===== src/rtl/sn_pkg.sv =====
package sn_pkg;
   typedef enum logic {
      SN_OVERWRITE  = 1'b0,
      SN_ACCUMULATE = 1'b1
   } sn_mode_e;

   function automatic logic [31:0] sn_merge(input logic [31:0] base,
                                            input logic [31:0] din,
                                            input sn_mode_e   mode);
      return (mode == SN_ACCUMULATE) ? (base | din) : din;
   endfunction
endpackage


===== src/rtl/sn_cfg_reg.sv =====
module sn_cfg_reg #(
   parameter int NUM_SIG = 2
) (
   input  logic               clk,
   input  logic               rst_n,
   input  logic               wr_hit,
   input  logic [NUM_SIG-1:0] wr_bits,
   output logic [NUM_SIG-1:0] mode_q
);
   always_ff @(posedge clk) begin
      if (!rst_n)      mode_q <= '0;
      else if (wr_hit) mode_q <= wr_bits;
   end
endmodule


===== src/rtl/sn_slot.sv =====
module sn_slot
   import sn_pkg::*;
#(
   parameter int DATA_W = 32
) (
   input  logic              clk,
   input  logic              rst_n,
   input  logic              wr_hit,
   input  logic [DATA_W-1:0] wr_data,
   input  logic              accum,
   input  logic              take,
   output logic [DATA_W-1:0] val_q
);
   logic [DATA_W-1:0] base;
   logic [DATA_W-1:0] nxt;

   always_comb begin
      base = take ? '0 : val_q;
      if (!wr_hit)     nxt = base;
      else if (accum)  nxt = base | wr_data;
      else             nxt = wr_data;
   end

   always_ff @(posedge clk) begin
      if (!rst_n) val_q <= '0;
      else        val_q <= nxt;
   end
endmodule


===== src/rtl/sn_chan.sv =====
module sn_chan #(
   parameter int NUM_SIG = 2,
   parameter int DATA_W  = 32,
   parameter int SEL_W   = 1
) (
   input  logic [NUM_SIG-1:0][DATA_W-1:0] vals,
   input  logic                           req,
   input  logic [SEL_W-1:0]               sel,
   output logic                           ack,
   output logic [DATA_W-1:0]              data,
   output logic [NUM_SIG-1:0]             take,
   output logic [NUM_SIG-1:0]             count
);
   logic [NUM_SIG-1:0] pend;

   for (genvar i = 0; i < NUM_SIG; i++) begin : g_pend
      assign pend[i] = |vals[i];
   end

   always_comb begin
      data = '0;
      take = '0;
      for (int i = 0; i < NUM_SIG; i++) begin
         if (int'(sel) == i) begin
            data    = vals[i];
            take[i] = req & pend[i];
         end
      end
   end

   assign ack   = |take;
   assign count = pend;
endmodule


===== src/rtl/sig_notify_pair.sv =====
module sig_notify_pair #(
   parameter int NUM_SIG = 2,
   parameter int DATA_W  = 32,
   localparam int ADDR_W = $clog2(NUM_SIG + 1),
   localparam int SEL_W  = (NUM_SIG > 1) ? $clog2(NUM_SIG) : 1
) (
   input  logic              clk,
   input  logic              rst_n,
   input  logic              host_wr_en,
   input  logic [ADDR_W-1:0] host_addr,
   input  logic [DATA_W-1:0] host_wr_data,
   output logic [DATA_W-1:0] host_rd_data,
   input  logic              ch_rd_req,
   input  logic [SEL_W-1:0]  ch_sel,
   output logic              ch_rd_ack,
   output logic [DATA_W-1:0] ch_rd_data,
   output logic [NUM_SIG-1:0] ch_count
);
   localparam int CFG_ADDR = NUM_SIG;

   if (NUM_SIG < 1 || NUM_SIG > DATA_W) begin : g_bad_num
      $error("sig_notify_pair: NUM_SIG must lie in 1..DATA_W");
   end
   if (DATA_W < 1) begin : g_bad_width
      $error("sig_notify_pair: DATA_W must be positive");
   end

   logic [NUM_SIG-1:0][DATA_W-1:0] sig_q;
   logic [NUM_SIG-1:0]             mode_q;
   logic [NUM_SIG-1:0]             take;
   logic                           cfg_hit;

   assign cfg_hit = host_wr_en && (int'(host_addr) == CFG_ADDR);

   sn_cfg_reg #(.NUM_SIG(NUM_SIG)) u_cfg (
      .clk     (clk),
      .rst_n   (rst_n),
      .wr_hit  (cfg_hit),
      .wr_bits (host_wr_data[NUM_SIG-1:0]),
      .mode_q  (mode_q)
   );

   for (genvar i = 0; i < NUM_SIG; i++) begin : g_slot
      logic hit;
      assign hit = host_wr_en && (int'(host_addr) == i);
      sn_slot #(.DATA_W(DATA_W)) u_slot (
         .clk     (clk),
         .rst_n   (rst_n),
         .wr_hit  (hit),
         .wr_data (host_wr_data),
         .accum   (mode_q[i]),
         .take    (take[i]),
         .val_q   (sig_q[i])
      );
   end

   sn_chan #(.NUM_SIG(NUM_SIG), .DATA_W(DATA_W), .SEL_W(SEL_W)) u_chan (
      .vals  (sig_q),
      .req   (ch_rd_req),
      .sel   (ch_sel),
      .ack   (ch_rd_ack),
      .data  (ch_rd_data),
      .take  (take),
      .count (ch_count)
   );

   always_comb begin
      host_rd_data = '0;
      for (int i = 0; i < NUM_SIG; i++) begin
         if (int'(host_addr) == i) host_rd_data = sig_q[i];
      end
      if (int'(host_addr) == CFG_ADDR) host_rd_data[NUM_SIG-1:0] = mode_q;
   end
endmodule


===== config.mk =====
export PLATFORM = sky130hd
export DESIGN_NAME = sig_notify_pair
export DESIGN_NICKNAME = d
export VERILOG_FILES = /design/src/rtl/sn_pkg.sv /design/src/rtl/sn_cfg_reg.sv /design/src/rtl/sn_slot.sv /design/src/rtl/sn_chan.sv /design/src/rtl/sig_notify_pair.sv
export SDC_FILE = /design/constraint.sdc
export NUM_CORES = 1
export LEC_CHECK = 0
export ABC_AREA = 1
export BUFFER_PORTS_ARGS = -buffer_cell sky130_fd_sc_hd__buf_2
export CORE_MARGIN = 2
export CORE_UTILIZATION = 36
export DETAILED_ROUTE_END_ITERATION = 8
export MAX_ROUTING_LAYER = met4
export PLACE_DENSITY = 0.71
export SLEW_MARGIN = 20
export SYNTH_ARGS = -nofsm -noshare
export SYNTH_HDL_FRONTEND = slang
export SYNTH_SLANG_ARGS = --single-unit

===== constraint.sdc =====
create_clock -name clk -period 1.2 [get_ports clk]
set_input_delay 0.06 -clock clk [delete_from_list [all_inputs] [get_ports clk]]
set_output_delay 0.06 -clock clk [all_outputs]
set_load 0.1 [all_outputs]

==> metrics.yaml <==
nFillCells: 515
grt_usage_pct: 29.8
path_cells: "nor2_1, nand2_1, nor2_4, nand2_2, o21ai_4, buf_12, buf_12, buf_12, nand2_4, a21oi_2"
arrival_ps: 2120
ir_worst_vdd_mv: 0.598
async_reset_ff_share_pct: 0
cts_tree: "yes"
cts_buffers: 9
grt_pass1_wl_um: 26100
clock_path_buffers: 2
cap_violations: 0
setup.worst_path.start_class: "flip-flop"
routed.top_layer: "met4"
hold_end: "u_cfg.mode_q[1]$_SDFFE_PN0P_"
grt_max_degree: 33
rows: 37
clkLatencyLatePin_ps: 360
hold_viol_final: 0
syn_area_sq_mm: 0.00378
maxSlewHeadroom_pct: 66.9
fin_worst_skew_ps: 10.6
pwr-share-comb_pct: 38.0
grt_antenna_before_repair: 0
dieWidth_um: 106
wl_per_cell_um: 19.6
slowest_stage: "dfxtp_2"
yosys_warnings: 0
cp-end-kind: "flip-flop"
path_clk_slew_ps: 80
clock-sinks: 66
drive_gt1_share_pct: 58.4
routed_wl_um: 19900
firstDrtPassIters: 5
synthDominantCellAreaShare_pct: 35.0
drc: 0
overflow: 0
r2r_cells: 10
netlist_instances: 640
violations: "setup timing"
period_share_pct: 154
num_io_pins: 106
htree_levels: 3
gp_congestion: 0.846
crit_path_start: "g_slot[0].u_slot.val_q[1]$_SDFF_PN0_"
p_sw_share_pct: 36.9
pwr_density_cell_mw_per_mm2: 873
fin_total_pwr_mw: 7.31
synth.yosys.seq_area_share_pct: 35.0
cp.required_ps: 1470
min_path_cells: 3
fp.dieH_um: 106
p_int_mw: 4.61
syn_nets: 679
ant_nets: 0
yosys-top-cells-count: "nand2_1, inv_1, nor2_1"
grt_pass1_vias: 5535
crit_type: "reg -> reg"
power_leakage_nw: 3.47
cp_common_cell: "buf_12"
rsz0062_at_grt: "yes"
drt-vias-per-instance: 5.53
final.min_clock_period_ps: 1850
coreArea_sq_mm: 0.0103
area.growth.synth_to_final_pct: 122
port_buffers: 105
synth_most_common_cell: "nand2_1"
yosysTopAreaCell: "dfxtp_1"
synth_top_flop_cell: "dfxtp_1"
synth-edff-count: 0
via_count: 5606
post-dp-hpwl_um: 10800
ys_seq_elements: 66
status: "finished, violations left"
dr_wl_met2_um: 9900
cp_top_family: "simple AND/OR/NAND/NOR gates"
netSwitchingPower_mw: 2.70
crit_buf_inv: 3
first_iter_violations: 469
crit_fanout: 6
p_clk_share_pct: 30.1
max_stage_delay_ps: 330
min_from: "host_wr_en"
final_net_count: 913
r2r-end: "g_slot[0].u_slot.val_q[8]$_SDFF_PN0_"
tightest_slew_ps: 497
final_core_util_pct: 81.5
slew_violations: 0
drt-met1-wl_um: 7020
setup_viol: 131
syn-mean-instance-area_sq_um: 5.91
root_buffer: "clkbuf_8"
synthTopCellsByArea: "dfxtp_1, nand2_1, inv_1, a21oi_1, nor2_1"
hp-class: "in -> reg"
r2r-start: "g_slot[0].u_slot.val_q[1]$_SDFF_PN0_"
power_frac_seq_pct: 31.8
start_util_pct: 36.8
fmax_mhz: 542
yosysUniqueCellTypes: 18
r2r_slack_ps: -650
num_antenna_cells: 0
met3WireLength_um: 1640
fin_ws_ps: -645
fp.dieArea_sq_mm: 0.0113
[cell type report]
cell class / instances / area, sq um / area share, %
Clock inverter: 2 / 60.1 / 0.717
Inverter: 105 / 479 / 5.72
Multi-Input combinational cell: 432 / 3010 / 35.9
Clock buffer: 13 / 159 / 1.90
Sequential cell: 66 / 1400 / 16.7
Timing Repair Buffer: 260 / 3100 / 37.0
Tap cell: 136 / 170 / 2.03
[stage by stage]
step                hold slack [ps]  setup TNS, ps  setup slack, ps  area [sq um]  cells
finish                          135         -33880             -645          8380   1014
CTS                             118         -26190             -513          7860   1001
floorplan                       198         -12250             -675          4460    640
global route                    163         -38470             -638          8380   1014
detailed placement              335         -20660             -426          6830    950
global placement                329         -14910             -313          6830    950
[power groups by stage]
stage          clock, mW  sequential (mW)  combinational (mW)
6_report            2.20             2.33                2.78
5_1_grt             2.25             2.33                2.87
3_5_place_dp           0             2.35                2.19
2_1_floorplan          0             2.35                1.35
4_1_cts             2.11             2.31                2.45
3_3_place_gp           0             2.34                2.15
[logic make-up after synthesis]
group / count (synthesis) / share of synthesized area, %
flops: 66 / 35.0
compound gates: 134 / 19.5
buf+inv: 142 / 15.5
simple gates: 298 / 30.1
[state kept, by name (all words and copies together) (netlist names)]
signal               flops
u_cfg.mode_q             2
g_slot.u_slot.val_q     64
[worst min-delay path, delay by kind of cell]
| kind | cells | cell delay (ps) |
|---|---|---|
| compound gates | 1 | 90 |
| simple gates | 1 | 160 |
| buf+inv | 1 | 140 |
[layout by cell type (no fill, tap or decap)]
master / count
nand2_1: 173
dfxtp_1: 3
a21oi_4: 2
o21ai_4: 32
nand3_1: 3
inv_2: 23
clkbuf_1: 2
nand2_2: 27
o21ai_0: 2
buf_6: 45
clkbuf_16: 1
buf_8: 1
nor2_4: 4
inv_6: 3
o211ai_1: 2
nor2_1: 55
o22ai_4: 30
dfxtp_2: 63
buf_4: 66
bufinv_16: 2
a21oi_2: 27
nand3_2: 2
buf_2: 37
inv_1: 51
dlygate4sd3_1: 33
nand2_4: 14
a21oi_1: 39
inv_4: 28
nor2_2: 17
clkbuf_8: 11
nand2_8: 1
nand4_1: 2
buf_12: 77
[worst max path at each step]
stage                                            end  slack [ps]  depth (start not counted)
2_1_floorplan                        host_rd_data[0]        -680                          2
3_3_place_gp                               ch_rd_ack        -310                          8
3_5_place_dp   g_slot[1].u_slot.val_q[26]$_SDFF_PN0_        -430                          9
4_1_cts                                    ch_rd_ack        -510                          8
5_1_grt                                    ch_rd_ack        -640                          8
6_report        g_slot[0].u_slot.val_q[8]$_SDFF_PN0_        -650                         10
[timing repair]
item,CTS,global route
pin swaps,48,53
resized for setup,197,134
endpoints found under the hold margin,57,0
cloned,0,1
endpoints found under the setup margin,131,131
buffers inserted,9,22
hold buffers,33,0
[routing by layer]
metal | vias to the layer above | global-route usage (%)
met5 | - | -
met3 | 130 | 4.41
met4 | 0 | 17.3
li1 | 2441 | -
met2 | 390 | 51.3
met1 | 2645 | 32.7
(Power assumes the default switching activity.)
